**src/rtl/alu2_pkg.sv**
```systemverilog
package alu2_pkg;

    localparam int DATA_W = 16;
    localparam int REG_N  = 8;
    localparam int ADDR_W = $clog2(REG_N);
    localparam int IMM_W  = 8;
    localparam int FLAG_W = 4;

    typedef enum logic [2:0] {
        OP_ADD  = 3'd0,
        OP_SUB  = 3'd1,
        OP_XOR  = 3'd2,
        OP_XNOR = 3'd3,
        OP_OR   = 3'd4,
        OP_ORN  = 3'd5,
        OP_AND  = 3'd6,
        OP_ANDN = 3'd7
    } alu_op_e;

    // bit 3 = Z, bit 0 = V
    typedef struct packed {
        logic z;
        logic n;
        logic c;
        logic v;
    } flags_t;

    typedef struct packed {
        logic              act;
        logic              wr;
        alu_op_e           op;
        logic              use_cin;
        logic              imm_src;
        logic [ADDR_W-1:0] dst;
        logic [ADDR_W-1:0] src_a;
        logic [ADDR_W-1:0] src_b;
        logic [IMM_W-1:0]  imm;
    } dec_t;

    function automatic logic [DATA_W-1:0] logic_fn(
        input alu_op_e           op,
        input logic [DATA_W-1:0] a,
        input logic [DATA_W-1:0] b
    );
        logic [DATA_W-1:0] r;
        case (op)
            OP_XOR:  r = a ^ b;
            OP_XNOR: r = ~(a ^ b);
            OP_OR:   r = a | b;
            OP_ORN:  r = a | ~b;
            OP_AND:  r = a & b;
            default: r = a & ~b;
        endcase
        return r;
    endfunction

endpackage

```
**src/rtl/alu2_regfile.sv**
```systemverilog
module alu2_regfile #(
    parameter int DATA_W = 16,
    parameter int DEPTH  = 8,
    localparam int AW    = $clog2(DEPTH)
) (
    input  logic              clk,
    input  logic              rst,
    input  logic              we,
    input  logic [AW-1:0]     waddr,
    input  logic [DATA_W-1:0] wdata,
    input  logic [AW-1:0]     raddr_a,
    input  logic [AW-1:0]     raddr_b,
    output logic [DATA_W-1:0] rdata_a,
    output logic [DATA_W-1:0] rdata_b
);

    logic [DATA_W-1:0] mem [DEPTH];

    always_ff @(posedge clk) begin
        if (rst) begin
            for (int i = 0; i < DEPTH; i++) mem[i] <= '0;
        end else if (we) begin
            mem[waddr] <= wdata;
        end
    end

    // Reads see the array after the previous edge, so a write is
    // visible to the instruction in the following cycle.
    assign rdata_a = mem[raddr_a];
    assign rdata_b = mem[raddr_b];

endmodule

```
**src/rtl/alu2_decode.sv**
```systemverilog
module alu2_decode
    import alu2_pkg::*;
(
    input  logic              valid,
    input  logic [DATA_W-1:0] instr,
    output dec_t              dec
);

    alu_op_e raw_op;
    logic    is_imm;
    logic    alt_form;
    logic    flag_only;

    always_comb begin
        raw_op    = alu_op_e'(instr[14:12]);
        is_imm    = instr[11];
        alt_form  = !is_imm && instr[3];
        flag_only = alt_form && (instr[14:13] != 2'b00);

        dec.act     = valid && instr[15] && (is_imm || !instr[4]);
        dec.wr      = dec.act && !flag_only;
        dec.use_cin = alt_form && (instr[14:13] == 2'b00);
        dec.imm_src = is_imm;
        dec.imm     = instr[IMM_W-1:0];
        dec.dst     = instr[10:8];
        dec.src_a   = is_imm ? instr[10:8] : instr[7:5];
        dec.src_b   = instr[2:0];

        // compare slots reuse the adder
        dec.op = raw_op;
        if (alt_form && raw_op == OP_OR)  dec.op = OP_ADD;
        if (alt_form && raw_op == OP_ORN) dec.op = OP_SUB;
    end

endmodule

```
**src/rtl/alu2_datapath.sv**
```systemverilog
module alu2_datapath
    import alu2_pkg::*;
(
    input  alu_op_e           op,
    input  logic              use_cin,
    input  logic              imm_src,
    input  logic [IMM_W-1:0]  imm,
    input  logic [DATA_W-1:0] opa,
    input  logic [DATA_W-1:0] opb_reg,
    input  logic              c_in,
    output logic [DATA_W-1:0] result,
    output flags_t            fl
);

    localparam int MSB = DATA_W - 1;

    logic [DATA_W-1:0] opb;
    logic [DATA_W-1:0] b_eff;
    logic              is_arith;
    logic              is_sub;
    logic              cin;
    logic [DATA_W:0]   sum;

    always_comb begin
        opb      = imm_src ? {{(DATA_W-IMM_W){1'b0}}, imm} : opb_reg;
        is_arith = (op == OP_ADD) || (op == OP_SUB);
        is_sub   = (op == OP_SUB);
        b_eff    = is_sub ? ~opb : opb;
        cin      = use_cin ? c_in : is_sub;
        sum      = {1'b0, opa} + {1'b0, b_eff} + {{DATA_W{1'b0}}, cin};

        if (is_arith) begin
            result = sum[MSB:0];
            fl.c   = sum[DATA_W];
            fl.v   = (opa[MSB] == b_eff[MSB]) && (sum[MSB] != opa[MSB]);
        end else begin
            result = logic_fn(op, opa, opb);
            fl.c   = 1'b0;
            fl.v   = 1'b0;
        end
        fl.z = (result == '0);
        fl.n = result[MSB];
    end

endmodule

```
**src/rtl/alu2_exec_unit.sv**
```systemverilog
module alu2_exec_unit
    import alu2_pkg::*;
(
    input  logic                     clk,
    input  logic                     rst,
    input  logic                     instr_valid,
    input  logic [DATA_W-1:0]        instr,
    output logic                     wr_en,
    output logic [ADDR_W-1:0]        wr_addr,
    output logic [DATA_W-1:0]        wr_data,
    output logic [FLAG_W-1:0]        flags_next,
    output logic [FLAG_W-1:0]        flags
);

    dec_t              dec;
    flags_t            flags_q;
    flags_t            flags_calc;
    logic [DATA_W-1:0] rd_a;
    logic [DATA_W-1:0] rd_b;
    logic [DATA_W-1:0] result;

    alu2_decode u_dec (
        .valid (instr_valid),
        .instr (instr),
        .dec   (dec)
    );

    alu2_regfile #(.DATA_W(DATA_W), .DEPTH(REG_N)) u_rf (
        .clk     (clk),
        .rst     (rst),
        .we      (dec.wr),
        .waddr   (dec.dst),
        .wdata   (result),
        .raddr_a (dec.src_a),
        .raddr_b (dec.src_b),
        .rdata_a (rd_a),
        .rdata_b (rd_b)
    );

    alu2_datapath u_dp (
        .op      (dec.op),
        .use_cin (dec.use_cin),
        .imm_src (dec.imm_src),
        .imm     (dec.imm),
        .opa     (rd_a),
        .opb_reg (rd_b),
        .c_in    (flags_q.c),
        .result  (result),
        .fl      (flags_calc)
    );

    always_ff @(posedge clk) begin
        if (rst)          flags_q <= '0;
        else if (dec.act) flags_q <= flags_calc;
    end

    assign wr_en      = dec.wr;
    assign wr_addr    = dec.dst;
    assign wr_data    = result;
    assign flags_next = dec.act ? flags_calc : flags_q;
    assign flags      = flags_q;

endmodule

```
**config.mk**
```make
export PLATFORM = sky130hd
export DESIGN_NAME = alu2_exec_unit
export DESIGN_NICKNAME = d
export VERILOG_FILES = /design/src/rtl/alu2_pkg.sv /design/src/rtl/alu2_regfile.sv /design/src/rtl/alu2_decode.sv /design/src/rtl/alu2_datapath.sv /design/src/rtl/alu2_exec_unit.sv
export SDC_FILE = /design/constraint.sdc
export NUM_CORES = 1
export LEC_CHECK = 0
export BUFFER_PORTS_ARGS = -buffer_cell sky130_fd_sc_hd__buf_2
export CORE_MARGIN = 5
export CORE_UTILIZATION = 55
export CTS_CLUSTER_SIZE = 20
export DETAILED_ROUTE_END_ITERATION = 12
export GPL_TIMING_DRIVEN = 0
export PLACE_DENSITY = 0.74
export RECOVER_POWER = 100
export SETUP_SLACK_MARGIN = 0.05
export SYNTH_ARGS = -nofsm -noshare
export SYNTH_HDL_FRONTEND = slang
export SYNTH_SLANG_ARGS = --single-unit
```
**constraint.sdc**
```tcl
create_clock -name clk -period 7 [get_ports clk]
set_input_delay 0.7 -clock clk [delete_from_list [all_inputs] [get_ports clk]]
set_output_delay 0.7 -clock clk [all_outputs]
set_load 0.005 [all_outputs]
```
=== Word level (Yosys, flattened, before mapping) ===
Memory sizes are Yosys's and may differ from the RTL's.
Cells that the tools add are included.

* Word-level logic and storage cells: 61
* Memories: 1
* Flip-flop bits (word level): 4
* Memory bits (writable): 128

{| class="wikitable"
|+ Memories
! name !! words !! width !! rd ports !! clocked after Yosys merged registers in !! write ports !! line !! RTL
|-
| u_rf.mem || 8 || 16 || 2 || 0 || 8 || alu2_regfile.sv:17 || <nowiki>logic [DATA_W-1:0] mem [DEPTH];</nowiki>
|}

* Bitwise gates (word level): 7
* Mux-type cells: 18
* Equal/unequal tests: 10
* Reductions and logical operators: 19
* Add/subtract/negate cells: 2

{| class="wikitable"
|+ Operators with widths
! kind !! number
|-
| $pmux 16 s5 || 1
|-
| $mux 16 || 4
|-
| $and 16x16->16 || 2
|-
| $not 16->16 || 2
|-
| $or 16x16->16 || 2
|-
| $add 16x16->17 || 1
|-
| $add 17x1->17 || 1
|-
| $logic_not 16->1 || 1
|-
| $reduce_or 16->1 || 1
|-
| $xor 16x16->16 || 1
|-
| $eq 3x3->1 const B || 5
|-
| $mux 3 || 4
|-
| $logic_and 1x1->1 || 9
|-
| $mux 1 || 7
|-
| $eq 3x2->1 const B || 2
|-
| $mux 4 || 1
|-
| $eq 3x1->1 const B || 1
|-
| $logic_not 1->1 || 3
|-
| $logic_not 3->1 || 1
|-
| $logic_not 2->1 || 1
|-
| $logic_or 1x1->1 || 2
|-
| $mux 2 || 1
|-
| $reduce_bool 2->1 || 1
|-
| $eq 1x1->1 || 1
|-
| $ne 1x1->1 || 1
|}

=== Depth between registers and ports, before layout ===
* Depth after elaboration: 13
* Mapped depth: 22
* Depth with buffers taken out: 18

=== Cells and area by module ===
Synthesis repeated with hierarchy kept, for this count alone.

* Cells, all modules: 744
* Area, all modules: 9237.6 µm²

{| class="wikitable"
|+ Modules (own cells, without submodules)
! module !! cells each !! instances !! sequential area each (µm²) !! area each (µm²)
|-
| alu2_regfile || 430 || 1 || 3843.7 || 6974.2
|-
| alu2_datapath || 275 || 1 || 0.0 || 1905.6
|-
| alu2_decode || 27 || 1 || 0.0 || 207.7
|-
| alu2_exec_unit || 12 || 1 || 80.1 || 150.1
|}

=== Least setup slack after synthesis ===
No wires, ideal clock.

* Kind: input port to output port
* From: input instr[11]
* To: output flags_next[3]
* Cell stages on the path: 22
* Slack: 1.288 ns
* Data arrival time: 5.012 ns
* Path buffers: 7
* Data required time: 6.300 ns
* Cells stage by stage: buf_6 -> buf_6 -> buf_6 -> nand2b_1 -> a21o_1 -> buf_2 -> buf_4 -> nor2_1 -> buf_2 -> xnor2_1 -> ha_1 -> o21a_1 -> a2111oi_0 -> o21ai_0 -> nor3b_1 -> o221ai_1 -> or3_1 -> buf_4 -> inv_2 -> nor4_2 -> nand4_1 -> o31ai_1

* Word-level cells in the longest chain between the ends: 12
* Elaborated cells between the ends (all ways): 35

{| class="wikitable"
|+ Ends and longest elaborated chain
! what !! line !! RTL
|-
| start, declared || alu2_exec_unit.sv:7 || <nowiki>input logic [DATA_W-1:0] instr,</nowiki>
|-
| $logic_not 1->1 || alu2_decode.sv:17 || <nowiki>alt_form = !is_imm && instr[3];</nowiki>
|-
| $logic_and 1x1->1 || alu2_decode.sv:17 ||
|-
| $logic_and 1x1->1 || alu2_decode.sv:31 || <nowiki>if (alt_form && raw_op == OP_OR) dec.op = OP_ADD;</nowiki>
|-
| $mux 3 || alu2_decode.sv:31 ||
|-
| $mux 3 || alu2_decode.sv:32 || <nowiki>if (alt_form && raw_op == OP_ORN) dec.op = OP_SUB;</nowiki>
|-
| $eq 3x1->1 || alu2_datapath.sv:26, alu2_datapath.sv:27 ||
|-
| $mux 16 || alu2_datapath.sv:28 || <nowiki>b_eff = is_sub ? ~opb : opb;</nowiki>
|-
| $add 16x16->17 || alu2_datapath.sv:30 || <nowiki>sum = {1'b0, opa} + {1'b0, b_eff} + {{DATA_W{1'b0}}, cin};</nowiki>
|-
| $add 17x1->17 || alu2_datapath.sv:30 ||
|-
| $mux 16 * || alu2_datapath.sv:32 || <nowiki>if (is_arith) begin</nowiki>
|-
| named net wr_data[9] || alu2_exec_unit.sv:10 || <nowiki>output logic [DATA_W-1:0] wr_data,</nowiki>
|-
| $logic_not 16->1 * || alu2_datapath.sv:41 || <nowiki>fl.z = (result == '0);</nowiki>
|-
| $mux 4 * || n/a ||
|-
| end, declared || alu2_exec_unit.sv:11 || <nowiki>output logic [FLAG_W-1:0] flags_next,</nowiki>
|}

Mark *: on every way through the listed nets, which the timed path passes. The rest lies on a longest branch.

=== Final worst setup path ===
* From: input instr[11]
* To: output flags_next[3]

* Word-level cells in the longest chain between the ends: 12
* Elaborated cells between the ends (all ways): 35

{| class="wikitable"
|+ Ends and longest elaborated chain
! what !! line
|-
| $logic_not 1->1 || alu2_decode.sv:17
|-
| $logic_and 1x1->1 || alu2_decode.sv:17
|-
| $logic_and 1x1->1 || alu2_decode.sv:31
|-
| $mux 3 || alu2_decode.sv:31
|-
| $mux 3 || alu2_decode.sv:32
|-
| $eq 3x1->1 || alu2_datapath.sv:26, alu2_datapath.sv:27
|-
| $mux 16 || alu2_datapath.sv:28
|-
| $add 16x16->17 || alu2_datapath.sv:30
|-
| $add 17x1->17 || alu2_datapath.sv:30
|-
| $mux 16 || alu2_datapath.sv:32
|-
| $logic_not 16->1 || alu2_datapath.sv:41
|-
| $mux 4 * || n/a
|}

Mark *: on every way between the ends. The rest lies on a longest branch, timed or not.

==> metrics.txt <==
outcome=completed; fillers=~1.5k; Place WS=-0.172 ns; Area Overhead vs Synth=9.91%; Seq/Total Area, Yosys=between 30% and 40%; Routed WL per cell=~26 um; Overflow after GRT=0; most frequent cell after synthesis=nor2_1; Tmin final=around 6.7 ns; total die area=0.0212 mm^2; crit path launch type=input pin; Max-Cap Viols=0; Slew @ Worst Pin=1.24 ns; Gates resized, CTS repair=2; clock sink count=132; DR DRC count=0; share of layout cells above drive strength 1=16.1%; nets=between 1k and 1.5k; first-pass GRT wire length=50200 um; Worst Path Arrival=approximately 6.1 ns; antenna violations before repair=0; async set-reset flop share out of synthesis=0%; Synth area leader=edfxtp_1; # rows=49; Min-Delay Path Class=reg -> reg; routability cong.=0.986; number of flops mapped to enable cells by yosys=between 100 and 150; Clock Skews=0.0102 ns; RSZ-0062 raised after global routing=false; maximum VDD drop=0.000209 V; vias per inst=between 6 and 7; CTS tree=done; total power=~0.0025 W; Hold Path Cell Cnt=2; Detailed Place HPWL=24700 um; leading post-synthesis cells by cell area=edfxtp_1 38%, nor2_1 7.0%, mux4_1 3.9%; Ports=47; Fmax achieved=about 150 MHz; DRC marker count from the first detailed-route iteration=1404; CTS hold repair buffers=0; yosys warns=0; number of antenna repair diodes=0; Final setup violation count=0; vias in the first global route=8327; Final WS setup=around 0.25 ns; Pins Over Slew Limit=0; Pre-antenna DRT Iters=9; post-CTS setup buffer count=0; via count=8867; Max-slew headroom=17.3%; core box area=0.0180 mm^2; die height=between 100 and 150 um; pin count of the biggest net entering global routing=17; R2R Path Start=u_rf.mem[4][0]$_SDFFCE_PN0P_; Clock Latency Late Sink=0.42 ns; starting density of the core=56.2%; top cell type's share of synthesized area=37.9%; flops & latches, synth=132; leakage=around 4.4 nW; TritonCTS Buffers=17; Synth Area per Inst=around 9.8 um^2; Die Span X=146 um; htree depth=4; Top FF cell, synth=edfxtp_1; setup slack, reg-to-reg=2.29 ns; Final Hold Fails=0; type of element capturing the critical path=primary output; gr usage total=31.1%; syn_nets=about 1.1k; Final ANT Viol Nets=0; Power per Cell Area=between 200 and 250 mW/mm^2; Final Cycle Share=between 90% and 100%; number of port buffers=40; Post-Route WL=33900 um; R2R Path End=flags[3]$_SDFF_PP0_; HP Start=flags[3]$_SDFF_PP0_; Clock transition at path regs=0.06 ns; CTS max path bufs=2; Max Fanout on Critical Path=10; R2R cell count=17; synth cell count leaders=188 x nor2_1, 128 x edfxtp_1, 67 x nand2_1; hold worst-path end=flags[3]$_SDFF_PP0_; Worst EP required=roughly 6.3 ns; synthesized cell area=0.0101 mm^2; Post-Syn Instances=between 1k and 1.5k; Root Driver=clkbuf_16; Netlist cell types=93; path type of the worst setup path=in -> out
-- layer usage --
metal	wire, um	global-route usage [%]	share of wire [%]
met3	4090	7.75	12
met4	1310	12.5	3.8
met2	15500	49.1	46
met1	13100	41.2	38
met5	0	0	0
-- registers in the layout (all words and copies together), names as in the netlist --
signal    flops
flags         4
u_rf.mem    128
-- where the power goes --
group / internal, W / switching (W)
registers: 0.000898 / 0.0000203
clock network: 0.000503 / 0.000328
logic: 0.000287 / 0.000514
total: 0.00169 / 0.000862
-- cells by family (layout without fill, tap and decap cells) --
group	after synthesis	after routing	share of synthesized area, %
AO/OA/AOI/OAI	267	267	18.8
multiplexers	67	67	11.6
buffers and inverters	119	191	6.98
adder cells (fa/ha/maj)	17	17	2.25
XOR/XNOR	39	39	3.52
flip-flops	132	132	38.7
AND/OR/NAND/NOR	389	389	18.0
-- through the flow --
stage | instances | setup TNS, ns | cell area (um^2) | utilization [%] | hold WS [ns]
global route | 1331 | 0 | 11100 | 61.8 | 0.542
global placement | 1299 | -0.223 | 10600 | 58.9 | 0.496
finish | 1331 | 0 | 11100 | 61.8 | 0.521
detailed placement | 1299 | -0.172 | 10600 | 58.9 | 0.502
floorplan | 1030 | 0 | 10100 | - | 0.466
CTS | 1331 | 0 | 11200 | 62.0 | 0.517
-- layout make-up --
class	count	area (um^2)	area share [%]
Buffer	76	528	4.74
Clock buffer	22	464	4.17
Clock inverter	10	83.8	0.753
Inverter	43	161	1.45
Multi-Input combinational cell	779	5510	49.4
Sequential cell	132	3920	35.2
Tap cell	229	287	2.57
Timing Repair Buffer	40	180	1.62
-- critical path, cell delays in order --
cell       delay, ns
buf_6           0.12
buf_6           0.15
buf_6           0.16
nand2b_1        0.28
a21o_1          0.26
buf_2           0.22
buf_4           0.22
nor2_4          0.29
buf_2           0.39
xnor2_1         0.15
ha_1            0.39
o21a_1          0.15
a2111oi_1       0.48
o21ai_0         0.16
nor3b_1         0.17
o221ai_1        0.18
or3_1           0.13
buf_4           0.17
inv_2           0.05
nor4_2          0.47
nand4_1         0.27
o31ai_1         0.29
clkbuf_1        0.15
-- worst max-delay path by stage --
stage | start | to | slack [ns] | cells past startpoint
2_1_floorplan | instr[11] | flags_next[3] | 1.29 | 22
6_report | instr[11] | flags_next[3] | 0.25 | 23
5_1_grt | instr[11] | flags_next[3] | 0.05 | 23
4_1_cts | instr[11] | flags_next[3] | 0.17 | 20
3_3_place_gp | instr[11] | flags_next[3] | -0.22 | 23
3_5_place_dp | instr[11] | flags_next[3] | -0.17 | 23
-- placed cells by master, fill, tap and decap left out, drive strengths merged, types with 7 or more instances in the layout --
master  count
a21oi      67
a31oi      12
or2         8
nor3       19
nor2      190
edfxtp    128
buf        74
o21a        9
clkinv      8
o31ai       9
nand3       8
and2        8
o211ai     14
nand2b     19
and3        7
o22ai      15
nand2      67
o21ai      46
clkbuf     64
mux2i      29
nor2b      30
xnor2      29
a22oi      14
a211oi     21
mux4       31
ha         15
xor2       10
mux2        7
a211o       7
inv        42
Note: power is estimated with default switching activity, not from simulation.
